File: src/rtl/hb_pkg.sv
package hb_pkg;
   typedef enum logic [1:0] {
      HB_IDLE = 2'd0,
      HB_WAIT = 2'd1,
      HB_TONE = 2'd2
   } hb_state_e;
endpackage

File: src/rtl/hb_edge_det.sv
module hb_edge_det (
   input  logic clk,
   input  logic rst_n,
   input  logic sig,
   output logic fall
);
   logic sig_q;

   always_ff @(posedge clk or negedge rst_n) begin
      if (!rst_n) sig_q <= 1'b0;
      else        sig_q <= sig;
   end

   assign fall = sig_q & ~sig;

   // a fall can only be reported after a cycle in which the signal was high
   p_fall_needs_high_r6: assert property (@(posedge clk) disable iff (!rst_n)
      fall |-> $past(sig));
endmodule

File: src/rtl/hb_timer.sv
module hb_timer
   import hb_pkg::*;
#(
   parameter int DELAY_CYC  = 110,
   parameter int WINDOW_CYC = 100
) (
   input  logic      clk,
   input  logic      rst_n,
   input  logic      start,
   input  logic      abort,
   output hb_state_e state
);
   localparam int MAXC = (DELAY_CYC > WINDOW_CYC) ? DELAY_CYC : WINDOW_CYC;
   localparam int CW   = (MAXC > 1) ? $clog2(MAXC) : 1;
   localparam logic [CW-1:0] DLY_LD = CW'(DELAY_CYC - 1);
   localparam logic [CW-1:0] WIN_LD = CW'(WINDOW_CYC - 1);

   logic [CW-1:0] cnt_q;

   always_ff @(posedge clk or negedge rst_n) begin
      if (!rst_n) begin
         state <= HB_IDLE;
         cnt_q <= '0;
      end else if (abort) begin
         state <= HB_IDLE;
         cnt_q <= '0;
      end else if (start) begin
         state <= HB_WAIT;
         cnt_q <= DLY_LD;
      end else begin
         case (state)
            HB_WAIT: begin
               if (cnt_q == '0) begin
                  state <= HB_TONE;
                  cnt_q <= WIN_LD;
               end else begin
                  cnt_q <= cnt_q - 1'b1;
               end
            end
            HB_TONE: begin
               if (cnt_q == '0) state <= HB_IDLE;
               else             cnt_q <= cnt_q - 1'b1;
            end
            default: begin
               state <= HB_IDLE;
               cnt_q <= '0;
            end
         endcase
      end
   end

   // an abort always leaves the timer idle
   p_abort_idle_r5: assert property (@(posedge clk) disable iff (!rst_n)
      abort |=> (state == HB_IDLE));
   // the window is only entered from the delay phase
   p_tone_from_wait_r2: assert property (@(posedge clk) disable iff (!rst_n)
      (state == HB_TONE && $past(state) != HB_TONE) |-> ($past(state) == HB_WAIT));
endmodule

File: src/rtl/hb_tone_gen.sv
module hb_tone_gen #(
   parameter int TONE_HALF = 5
) (
   input  logic clk,
   input  logic rst_n,
   input  logic active,
   output logic tone
);
   generate
      if (TONE_HALF == 1) begin : g_toggle
         logic ph_q;
         always_ff @(posedge clk or negedge rst_n) begin
            if (!rst_n)       ph_q <= 1'b1;
            else if (!active) ph_q <= 1'b1;
            else              ph_q <= ~ph_q;
         end
         assign tone = active & ph_q;
      end else begin : g_count
         localparam int PER = 2 * TONE_HALF;
         localparam int TW  = $clog2(PER);
         localparam logic [TW-1:0] LAST = TW'(PER - 1);
         localparam logic [TW-1:0] HALF = TW'(TONE_HALF);
         logic [TW-1:0] ph_q;
         always_ff @(posedge clk or negedge rst_n) begin
            if (!rst_n)              ph_q <= '0;
            else if (!active)        ph_q <= '0;
            else if (ph_q == LAST)   ph_q <= '0;
            else                     ph_q <= ph_q + 1'b1;
         end
         assign tone = active & (ph_q < HALF);
      end
   endgenerate

   // the first cycle of a window carries a high tone
   p_tone_first_high_r7: assert property (@(posedge clk) disable iff (!rst_n)
      $rose(active) |-> tone);
endmodule

File: src/rtl/hb_test_gen.sv
module hb_test_gen
   import hb_pkg::*;
#(
   parameter int DELAY_CYC  = 110,
   parameter int WINDOW_CYC = 100,
   parameter int TONE_HALF  = 5
) (
   input  logic clk,
   input  logic rst_n,
   input  logic tx_valid,
   input  logic hb_enable,
   output logic cd_on,
   output logic cd_tone
);
   localparam int RW = $clog2(WINDOW_CYC + 1);

   generate
      if (DELAY_CYC < 1)  begin : g_bad_dly $error("DELAY_CYC must be at least 1"); end
      if (WINDOW_CYC < 1) begin : g_bad_win $error("WINDOW_CYC must be at least 1"); end
      if (TONE_HALF < 1)  begin : g_bad_half $error("TONE_HALF must be at least 1"); end
   endgenerate

   logic      fall;
   logic      abort;
   hb_state_e state;

   hb_edge_det u_edge (
      .clk   (clk),
      .rst_n (rst_n),
      .sig   (tx_valid),
      .fall  (fall)
   );

   assign abort = tx_valid | ~hb_enable;

   hb_timer #(
      .DELAY_CYC  (DELAY_CYC),
      .WINDOW_CYC (WINDOW_CYC)
   ) u_timer (
      .clk   (clk),
      .rst_n (rst_n),
      .start (fall),
      .abort (abort),
      .state (state)
   );

   assign cd_on = (state == HB_TONE);

   hb_tone_gen #(
      .TONE_HALF (TONE_HALF)
   ) u_tone (
      .clk    (clk),
      .rst_n  (rst_n),
      .active (cd_on),
      .tone   (cd_tone)
   );

   // window length monitor for the assertions below
   logic [RW-1:0] run_q;
   always_ff @(posedge clk or negedge rst_n) begin
      if (!rst_n)      run_q <= '0;
      else if (!cd_on) run_q <= '0;
      else             run_q <= run_q + 1'b1;
   end

   p_cancel_tx_r5: assert property (@(posedge clk) disable iff (!rst_n)
      tx_valid |=> (!cd_on && !cd_tone));
   p_off_disabled_r4: assert property (@(posedge clk) disable iff (!rst_n)
      !hb_enable |=> (!cd_on && !cd_tone));
   p_window_bound_r3: assert property (@(posedge clk) disable iff (!rst_n)
      cd_on |-> (run_q < RW'(WINDOW_CYC)));
   p_window_full_r3: assert property (@(posedge clk) disable iff (!rst_n)
      ($fell(cd_on) && !$past(tx_valid) && $past(hb_enable)) |-> (run_q == RW'(WINDOW_CYC)));
   p_tone_gated_r7: assert property (@(posedge clk) disable iff (!rst_n)
      $fell(cd_on) |-> !cd_tone);
endmodule

File: config.mk
export PLATFORM = sky130hd
export DESIGN_NAME = hb_test_gen
export DESIGN_NICKNAME = d
export VERILOG_FILES = /design/src/rtl/hb_pkg.sv /design/src/rtl/hb_edge_det.sv /design/src/rtl/hb_timer.sv /design/src/rtl/hb_tone_gen.sv /design/src/rtl/hb_test_gen.sv
export SDC_FILE = /design/constraint.sdc
export NUM_CORES = 1
export LEC_CHECK = 0
export BUFFER_PORTS_ARGS = -buffer_cell sky130_fd_sc_hd__buf_2
export CAP_MARGIN = 15
export CORE_MARGIN = 4
export CORE_UTILIZATION = 30
export CTS_CLUSTER_DIAMETER = 30
export CTS_CLUSTER_SIZE = 24
export DETAILED_ROUTE_END_ITERATION = 12
export PLACE_DENSITY = 0.5
export RECOVER_POWER = 25
export SLEW_MARGIN = 0
export SYNTH_ARGS = -nofsm -noshare
export SYNTH_HDL_FRONTEND = slang
export SYNTH_SLANG_ARGS = --single-unit
File: constraint.sdc
create_clock -name clk -period 2.85 [get_ports clk]
set_clock_uncertainty 0.15 [all_clocks]
set_input_delay 0.1425 -clock clk [delete_from_list [all_inputs] [get_ports clk]]
set_output_delay 0.1425 -clock clk [all_outputs]
set_load 0.1 [all_outputs]
==> qor.yml, run 1 <==
detailed_routing:
  drcViolationCount: 0
  post_drt_wl_per_cell_um: 12.5
  drt-initial-drc-count: 10
  first_pass_iters: 4
  drtAntennaViolNets: 0
  via_count: 651
  viasPerCell: 5.09
  wirelength_um: 1600
placed_design:
  place.port_buffers: 5
  hpwl_um: 1250
  placed_cells: 123
  gp_routability_congestion: 0.801
  dp_slack_ns: 0.940
power:
  p_seq_share_pct: 56.2
  ir_drop_mv: 0.265
  switching_share_pct: 26.0
  p_switching_mw: 0.0962
  combPwrFrac_pct: 14.3
  p_leak_nw: 0.446
  p_clk_share_pct: 29.4
  intPower_mw: 0.273
  p_per_area_nw_per_um2: 380
sta:
  setup_violations: 0
  finalHoldViolCount: 0
  period_minus_slack_ns: 2.22
  fin_crit_sh_pct: 77.8
  fmax_mhz: 451
  drv_slew: 0
  rsz0062_at_grt: "no"
  max_slew_margin_pct: 49.1
  tns_ns: 0
  worst_slack_ns: 0.633
  worst_pin_slew_ns: 0.764
min_path:
  hp-class: "input pin to register"
  whs_path_depth: 3
worst_setup_path:
  arrival_ns: 1.92
  cp-start-kind: "register"
  crit_fanout: 10
  worst_ep_required_time_ns: 2.56
  r2r_slack_ns: 0.98
  crit_type: "register to output port"
  end_kind: "output port"
  rr_worst_depth: 5
floorplan:
  start_util_pct: 31.4
  io_pins: 6
  die_x_um: 61.5
  die_h_um: 61.5
  fp.dieArea_um2: 3780
  coreArea_um2: 2730
  rows: 19
cells_and_area:
  diodes: 0
  most-common-layout-cells: "dfrtp_1, inv_1, nor2_1"
  drive_gt1_share_pct: 14.4
  area_growth_pct: 13.3
  fin_nets: 110
  final_common_cell: "dfrtp_1"
  instances_no_fill: 128
global_routing:
  grt_max_degree: 15
  grt-ovfl-total: 0
  antenna_found_initial: 0
  grt_pass1_vias: 624
  grt_util_all_layers_pct: 10.5
  grt_pass1_wl_um: 2850
cts:
  clkLatencyLatePin_ns: 0.28
  cts_buffer_depth: 2
  clk_pin_slew_ns: 0.07
  ctsResizeCount: 0
  cts_buffers: 3
  clock_tree.root_cell: "clkbuf_4"
  cts_sinks: 14
  cts_tree: "done"
  htree_levels: 1
synth:
  syn_avg_cell_area_um2: 9.74
  synth-simple-area-share_pct: 22.5
  synthMuxAreaShare_pct: 3.07
  syn_inst: 88
  yosysUniqueCellTypes: 29
  synth_top_family_by_area: "simple AND/OR/NAND/NOR gates"
  synth_fa_ha_area_share_pct: 10.2
  ys_warn_count: 0
  synth_edf_count: 0
  synthFlopType: "dfrtp_1"
  ys_ff_latch: 14
  netlist_area_um2: 857
  async_reset_ff_share_pct: 100
  mappedNetlistNets: 99
  synthXorXnorAreaFrac_pct: 6.13
  synth_compound_area_share_pct: 12.8
  synth_seq_area_share_pct: 40.9
status:
  status: "finished clean"
job:
  maxCapViolations: 0
[routing by layer]
metal / GRT usage, % / vias up / routed length (um)
met5: 0 / - / 0
met4: 4.55 / 0 / 37
met3: 4.40 / 5 / 69
met2: 15.1 / 13 / 752
met1: 13.7 / 310 / 744
li1: - / 323 / -
[critical path: stages (launching register included)]
cell	delay (ns)
dfrtp_1	0.38
inv_1	0.07
ha_1	0.35
inv_1	0.20
a211oi_4	0.18
buf_2	0.45
[final cells by class]
class	count	area (um2)
multi-input cells	64	482
clock buffers	3	22.5
well taps	31	38.8
repair buffers	7	43.8
inverters	9	33.8
flip-flops and latches	14	350
fillers	283	1760
[repair_timing]
item / in CTS / in global routing
endpoints found under the hold margin: 15 / 0
setup buffers: 0 / 0
hold buffers: 2 / 0
[cell families after synthesis]
family / count (synthesis)
simple gates: 32
xor+xnor: 6
mux: 2
flops: 14
fa+ha+maj: 7
buf+inv: 10
compound gates: 17
[cells in the mapped netlist, types with 2 or more instances]
library cell,instances,area share (%)
nor3_1,4,2.3
nor2b_1,2,1.5
xor2_1,4,4.1
o21ai_0,3,1.8
nor2_1,9,3.9
xnor2_1,2,2.0
inv_1,9,3.9
ha_1,7,10
dfrtp_1,14,41
nand3b_1,2,1.8
nor3b_1,2,1.8
a21oi_1,8,4.7
nand2_1,4,1.8
a41oi_1,2,2.0
and3_1,2,1.5
[registers in the layout, indices dropped and copies added (netlist names)]
name                 flops
u_timer.cnt_q            7
u_tone.g_count.ph_q      4
u_timer.state            2
u_edge.sig_q             1
[stage by stage]
step / util [%] / hold slack [ns] / total power, mW / cell area [um2]
after CTS: 35.6 / 0.0838 / 0.378 / 972
after floorplan: - / -0.303 / 0.248 / 870
final: 35.5 / 0.0837 / 0.369 / 971
after global placement: 34.0 / -0.0919 / 0.264 / 930
after global routing: 35.5 / 0.107 / 0.395 / 971
after detailed placement: 34.0 / -0.0909 / 0.263 / 930
[power groups by stage]
stage | Sequential (mW) | Combinational [mW] | Clock, mW
2_1_floorplan | 0.211 | 0.0378 | 0
3_3_place_gp | 0.212 | 0.0522 | 0
3_5_place_dp | 0.212 | 0.0516 | 0
4_1_cts | 0.208 | 0.0540 | 0.116
5_1_grt | 0.208 | 0.0600 | 0.127
6_report | 0.208 | 0.0529 | 0.109
[path summary, 6_finish.rpt]
check / from / endpoint
worst max register to register: u_timer.state[0]$_DFFE_PN0P_ / u_timer.cnt_q[0]$_DFFE_PN0P_
worst min register to register: u_timer.state[1]$_DFFE_PN0P_ / u_timer.state[1]$_DFFE_PN0P_
min in group asynchronous: rst_n / u_timer.cnt_q[3]$_DFFE_PN0P_
max in group asynchronous: rst_n / u_tone.g_count.ph_q[0]$_DFF_PN0_
worst max-delay path: u_timer.state[0]$_DFFE_PN0P_ / cd_tone
worst min-delay path: hb_enable / u_timer.state[0]$_DFFE_PN0P_
Power figures use the tool's default switching activity.
==> inputs of run 2 (changes only) <==
Settings changed: ABC_AREA from default to 1.
Clock period 2.85 ns to 2.2 ns, I/O delays scaled along.
==> run 2 against run 1 <==
Power is 40% higher; hold slack worse by 0.00073 ns; wire length is 15% higher; global-route usage increased by 0.13 points; utilization grew 1.2 points; cell count is 23% higher; clock-buffer cell count grew 1; synthesized area grew 6.0%; register-to-register slack got worse by 0.38 ns; sequential share of layout area decreased by 2.3 points; combinational power rose by 23%; sequential cell count unchanged.
==> qor.yml, run 2 <==
synth:
  synth_edf_count: 0
  synthFlopType: "dfrtp_1"
  synth_area_leaders: "dfrtp_1, ha_1, nand2_1"
  synth_top_area_share_pct: 38.6
  yosysUniqueCellTypes: 22
  mappedNetlistNets: 127
  syn_avg_cell_area_um2: 7.83
  yosys.area.top_type: "dfrtp_1"
  async_reset_ff_share_pct: 100
  ys_warn_count: 0
  syn_inst: 116
  synth_most_common_cell: "nand2_1"
  netlist_area_um2: 908
  yosys-top-cells-count: "nand2_1, inv_1, nand3_1"
  ys_ff_latch: 14
  synth_seq_area_share_pct: 38.6
status:
  status: "finished clean"
cells_and_area:
  drive_gt1_share_pct: 20.5
  final_common_cell: "nand2_1"
  diodes: 0
  most-common-layout-cells: "nand2_1, inv_1, nand3_1"
  fin_nets: 139
  final_core_util_pct: 36.7
  largest_register_ffs: 7
  instances_no_fill: 158
  top_regs: "u_timer.cnt_q: 7 flops, u_tone.g_count.ph_q: 4 flops, u_timer.state: 2 flops"
  regMostFlops: "u_timer.cnt_q"
  area_growth_pct: 14.2
detailed_routing:
  first_pass_iters: 4
  drt-initial-drc-count: 55
  viasPerCell: 4.72
  wirelength_um: 1840
  post_drt_wl_per_cell_um: 11.6
  via_count: 746
  drtAntennaViolNets: 0
  drcViolationCount: 0
global_routing:
  grt-ovfl-total: 0
  grt_max_degree: 15
  grt_util_all_layers_pct: 10.6
  grt_pass1_vias: 734
  grt_pass1_wl_um: 3280
  antenna_found_initial: 0
cts:
  cts_buffers: 3
  cts_buffer_depth: 2
  htree_levels: 1
  cts_setup_buffers: 0
  cts_tree: "done"
  clkLatencyLatePin_ns: 0.28
  ctsResizeCount: 0
  clk_pin_slew_ns: 0.09
  cts_sinks: 14
  clock_tree.root_cell: "clkbuf_4"
placed_design:
  gp_routability_congestion: 0.853
  hpwl_um: 1490
  placed_cells: 152
  place.port_buffers: 5
sta:
  fmax_mhz: 517
  max_slew_margin_pct: 47.8
  tns_ns: 0
  setup_violations: 0
  worst_hold_slack_ns: 0.0829
  fin_crit_sh_pct: 87.9
  worst_pin_slew_ns: 0.782
  period_minus_slack_ns: 1.93
  rsz0062_at_grt: "no"
  drv_slew: 0
  finalHoldViolCount: 0
power:
  p_per_area_nw_per_um2: 500
  total_power_mw: 0.519
  p_leak_nw: 0.492
  ir_drop_mv: 0.257
floorplan:
  start_util_pct: 32.1
  coreArea_um2: 2830
  die_h_um: 63.0
  die_x_um: 63.0
  io_pins: 6
  rows: 19
  fp.dieArea_um2: 3970
job:
  maxCapViolations: 0
worst_setup_path:
  crit_type: "register to output port"
  cp-start-kind: "register"
  worst_ep_required_time_ns: 1.94
  arrival_ns: 1.67
  crit_fanout: 6
  end_kind: "output port"
min_path:
  hp-class: "input pin to register"
## run 2: metrics by stage
step	worst slack [ns]	area, um2
3_3_place_gp	0.577	982
4_1_cts	0.241	1040
2_1_floorplan	0.163	918
5_1_grt	0.143	1040
6_report	0.267	1040
3_5_place_dp	0.556	982
## run 2: power breakdown
part           switching, mW  internal [mW]  total [mW]  leakage [nW]
Combinational         0.0421         0.0231      0.0652         0.280
Clock                 0.0857          0.101       0.186        0.0210
Sequential           0.00543          0.262       0.267         0.191
Total                  0.133          0.385       0.519         0.492
## run 2: cell families (layout without fill, tap and decap cells)
logic type	after synthesis	in the layout	share of synthesized area (%)
AOI/OAI and AO/OA	8	8	4.41
buffers and inverters	21	32	8.68
adders and majority gates	7	7	9.64
DFF	14	14	38.6
and+or+nand+nor	63	63	35.8
xor gates and xnor gates	3	3	2.89
## run 2: path summary, 6_finish.rpt
path                                         startpoint                            to  slack (ns)  cells past startpoint
setup / recovery           u_timer.state[0]$_DFFE_PN0P_                       cd_tone        0.27                      5
hold / removal                                hb_enable  u_timer.state[1]$_DFFE_PN0P_        0.08                      5
hold reg to reg            u_timer.cnt_q[0]$_DFFE_PN0P_  u_timer.cnt_q[0]$_DFFE_PN0P_        0.37                      2
setup reg to reg           u_timer.cnt_q[0]$_DFFE_PN0P_  u_timer.cnt_q[1]$_DFFE_PN0P_        0.60                      8
max in group asynchronous                         rst_n  u_timer.cnt_q[3]$_DFFE_PN0P_        1.15                      2
min in group asynchronous                         rst_n        u_edge.sig_q$_DFF_PN0_        0.26                      2
## run 2: critical path, cell delays in order (launching register included)
cell     delay, ns
dfrtp_1       0.42
inv_1         0.07
ha_2          0.23
o21ai_0       0.16
nor2_4        0.10
buf_2         0.42
## run 2: repair_timing
item,CTS,global route
hold endpoints to repair,15,0
hold buffers,2,0
setup endpoints to repair,0,0
## run 2: metal layers
metal	GRT usage [%]	vias to the layer above	share of wire (%)	wire length [um]
li1	-	391	-	-
met1	13.8	345	48	881
met2	16.7	8	49	894
met3	1.62	2	2.4	45
met4	5.79	0	0.87	16
met5	0	-	0	0
## run 2: final cells by class
cell class | count | area (um2)
fill | 291 | 1790
clock buffer | 4 | 36.3
tap | 31 | 38.8
inverter | 21 | 78.8
timing repair buffer | 7 | 43.8
sequential | 14 | 350
multi-input combinational | 81 | 489
==> inputs of run 3 (changes only) <==
--- a/config.mk
+++ b/config.mk
@@ -12,7 +12,7 @@
 export CORE_UTILIZATION = 30
 export CTS_CLUSTER_DIAMETER = 30
-export CTS_CLUSTER_SIZE = 24
+export CTS_CLUSTER_SIZE = 10
 export DETAILED_ROUTE_END_ITERATION = 12
-export PLACE_DENSITY = 0.5
+export PLACE_DENSITY = 0.52
 export RECOVER_POWER = 25
 export SLEW_MARGIN = 0
==> constraint.sdc (replaced) <==
create_clock -name clk -period 1.7 [get_ports clk]
set_clock_uncertainty 0.15 [all_clocks]
set_input_delay 0.425 -clock clk [delete_from_list [all_inputs] [get_ports clk]]
set_output_delay 0.425 -clock clk [all_outputs]
set_load 0.1 [all_outputs]
==> run 3 against run 2 <==
The run now ends with setup timing left; first-iteration DRC count decreased by 58%; wire length increased by 13%; cell count increased by 7.0%; via count increased by 8.6%.
==> qor.yml, run 3 (synthesis gave the netlist of run 2 again) <==
status:
  status: "finished with violations"
  violations: "setup timing"
cts:
  cts_buffers: 3
  clock_tree.root_cell: "clkbuf_4"
  clk_pin_slew_ns: 0.08
  htree_levels: 1
  cts_buffer_depth: 2
  cts_tree: "done"
  cts_sinks: 14
  clkLatencyLatePin_ns: 0.28
sta:
  finalHoldViolCount: 0
  max_slew_margin_pct: 48.4
  tns_ns: -0.160
  worst_pin_slew_ns: 0.775
  drv_slew: 0
  worst_hold_slack_ns: 0.152
  fin_crit_sh_pct: 107
  fmax_mhz: 548
  worst_slack_ns: -0.123
  rsz0062_at_grt: "yes"
  period_minus_slack_ns: 1.82
  setup_violations: 2
worst_setup_path:
  cp-start-kind: "register"
  arrival_ns: 1.25
  end_kind: "output port"
  crit_type: "register to output port"
  crit_fanout: 2
  worst_ep_required_time_ns: 1.12
cells_and_area:
  diodes: 0
  top_regs: "u_timer.cnt_q: 7 flops, u_tone.g_count.ph_q: 4 flops, u_timer.state: 2 flops"
  largest_register_ffs: 7
  drive_gt1_share_pct: 36.2
  final_core_util_pct: 43.0
  final_common_cell: "nand2_1"
  regMostFlops: "u_timer.cnt_q"
  most-common-layout-cells: "nand2_1, dfrtp_1, nand3_1"
  instances_no_fill: 169
  area_growth_pct: 34.0
  fin_nets: 151
global_routing:
  met2_usage_pct: 17.9
  grt_util_all_layers_pct: 11.4
  grt_busiest_layer: "met2"
  grt-ovfl-total: 0
  grt_pass1_wl_um: 3460
  grt_max_degree: 15
  use_met3_pct: 2.16
  grt_pass1_vias: 748
  antenna_found_initial: 0
  grt.met1_usage_pct: 14.7
detailed_routing:
  post_drt_wl_per_cell_um: 12.3
  first_pass_iters: 4
  via_count: 810
  drt-initial-drc-count: 23
  drtAntennaViolNets: 0
  wirelength_um: 2080
  viasPerCell: 4.79
  drcViolationCount: 0
floorplan:
  start_util_pct: 32.1
  io_pins: 6
  fp.dieArea_um2: 3970
  die_x_um: 63.0
  die_h_um: 63.0
  rows: 19
  coreArea_um2: 2830
job:
  maxCapViolations: 0
power:
  p_per_area_nw_per_um2: 524
  ir_drop_mv: 0.394
  p_leak_nw: 0.564
min_path:
  hp-class: "input pin to register"
placed_design:
  hpwl_um: 1440
  placed_cells: 154
  dp_slack_ns: 0.0944
  place.port_buffers: 5
  gp_routability_congestion: 0.871
run 3: cell count changes in the layout (fill, tap and decap cells not counted), sizes merged:
cell / previous run / this run
buf: 4 / 16
dlygate4sd3: 2 / 1
run 3: routing by layer:
metal	share of wire (%)	vias up
met4	3.3	0
li1	-	415
met3	2.6	7
met1	45	375
met5	0	-
met2	49	13
run 3: critical path, cell delays in order (launching register included):
cell and delay (ns):
dfrtp_1 0.39, inv_2 0.07, ha_4 0.16, o21ai_4 0.14
nor2_4 0.05, buf_12 0.16
run 3: through the flow:
step	cell area (um2)	total power, mW
2_1_floorplan	940	0.412
3_3_place_gp	1050	0.438
3_5_place_dp	1050	0.438
4_1_cts	1140	0.634
5_1_grt	1220	0.678
6_report	1220	0.638
run 3: final timing paths:
check,startpoint,end,slack [ns],depth (start not counted)
max in group asynchronous,rst_n,u_timer.state[1]$_DFFE_PN0P_,0.34,2
worst min-delay path,tx_valid,u_edge.sig_q$_DFF_PN0_,0.15,1
worst max-delay path,u_tone.g_count.ph_q[1]$_DFF_PN0_,cd_tone,-0.12,5
worst min register to register,u_timer.cnt_q[0]$_DFFE_PN0P_,u_timer.cnt_q[0]$_DFFE_PN0P_,0.39,2
min in group asynchronous,rst_n,u_timer.cnt_q[5]$_DFFE_PN0P_,0.57,2
worst max register to register,u_timer.state[1]$_DFFE_PN0P_,u_timer.cnt_q[0]$_DFFE_PN0P_,0.10,10
run 3: area by class of cell:
class / instances / area (um2)
Fill cell: 266 / 1610
Timing Repair Buffer: 19 / 164
Sequential cell: 14 / 350
Inverter: 21 / 78.8
Multi-Input combinational cell: 81 / 563
Tap cell: 31 / 38.8
Clock buffer: 3 / 22.5
run 3: power breakdown:
part	internal [mW]	switching (mW)	leakage (nW)
clock	0.0822	0.109	0.0138
sequential	0.339	0.00604	0.191
combinational	0.0405	0.0618	0.359
total	0.461	0.177	0.564
run 3: what timing repair did:
item,4_1_cts,5_1_grt
gates resized for setup,4,12
setup buffers,6,5
hold buffers,1,0
pin swaps,4,4
setup endpoints to repair,2,8
hold endpoints to repair,14,0
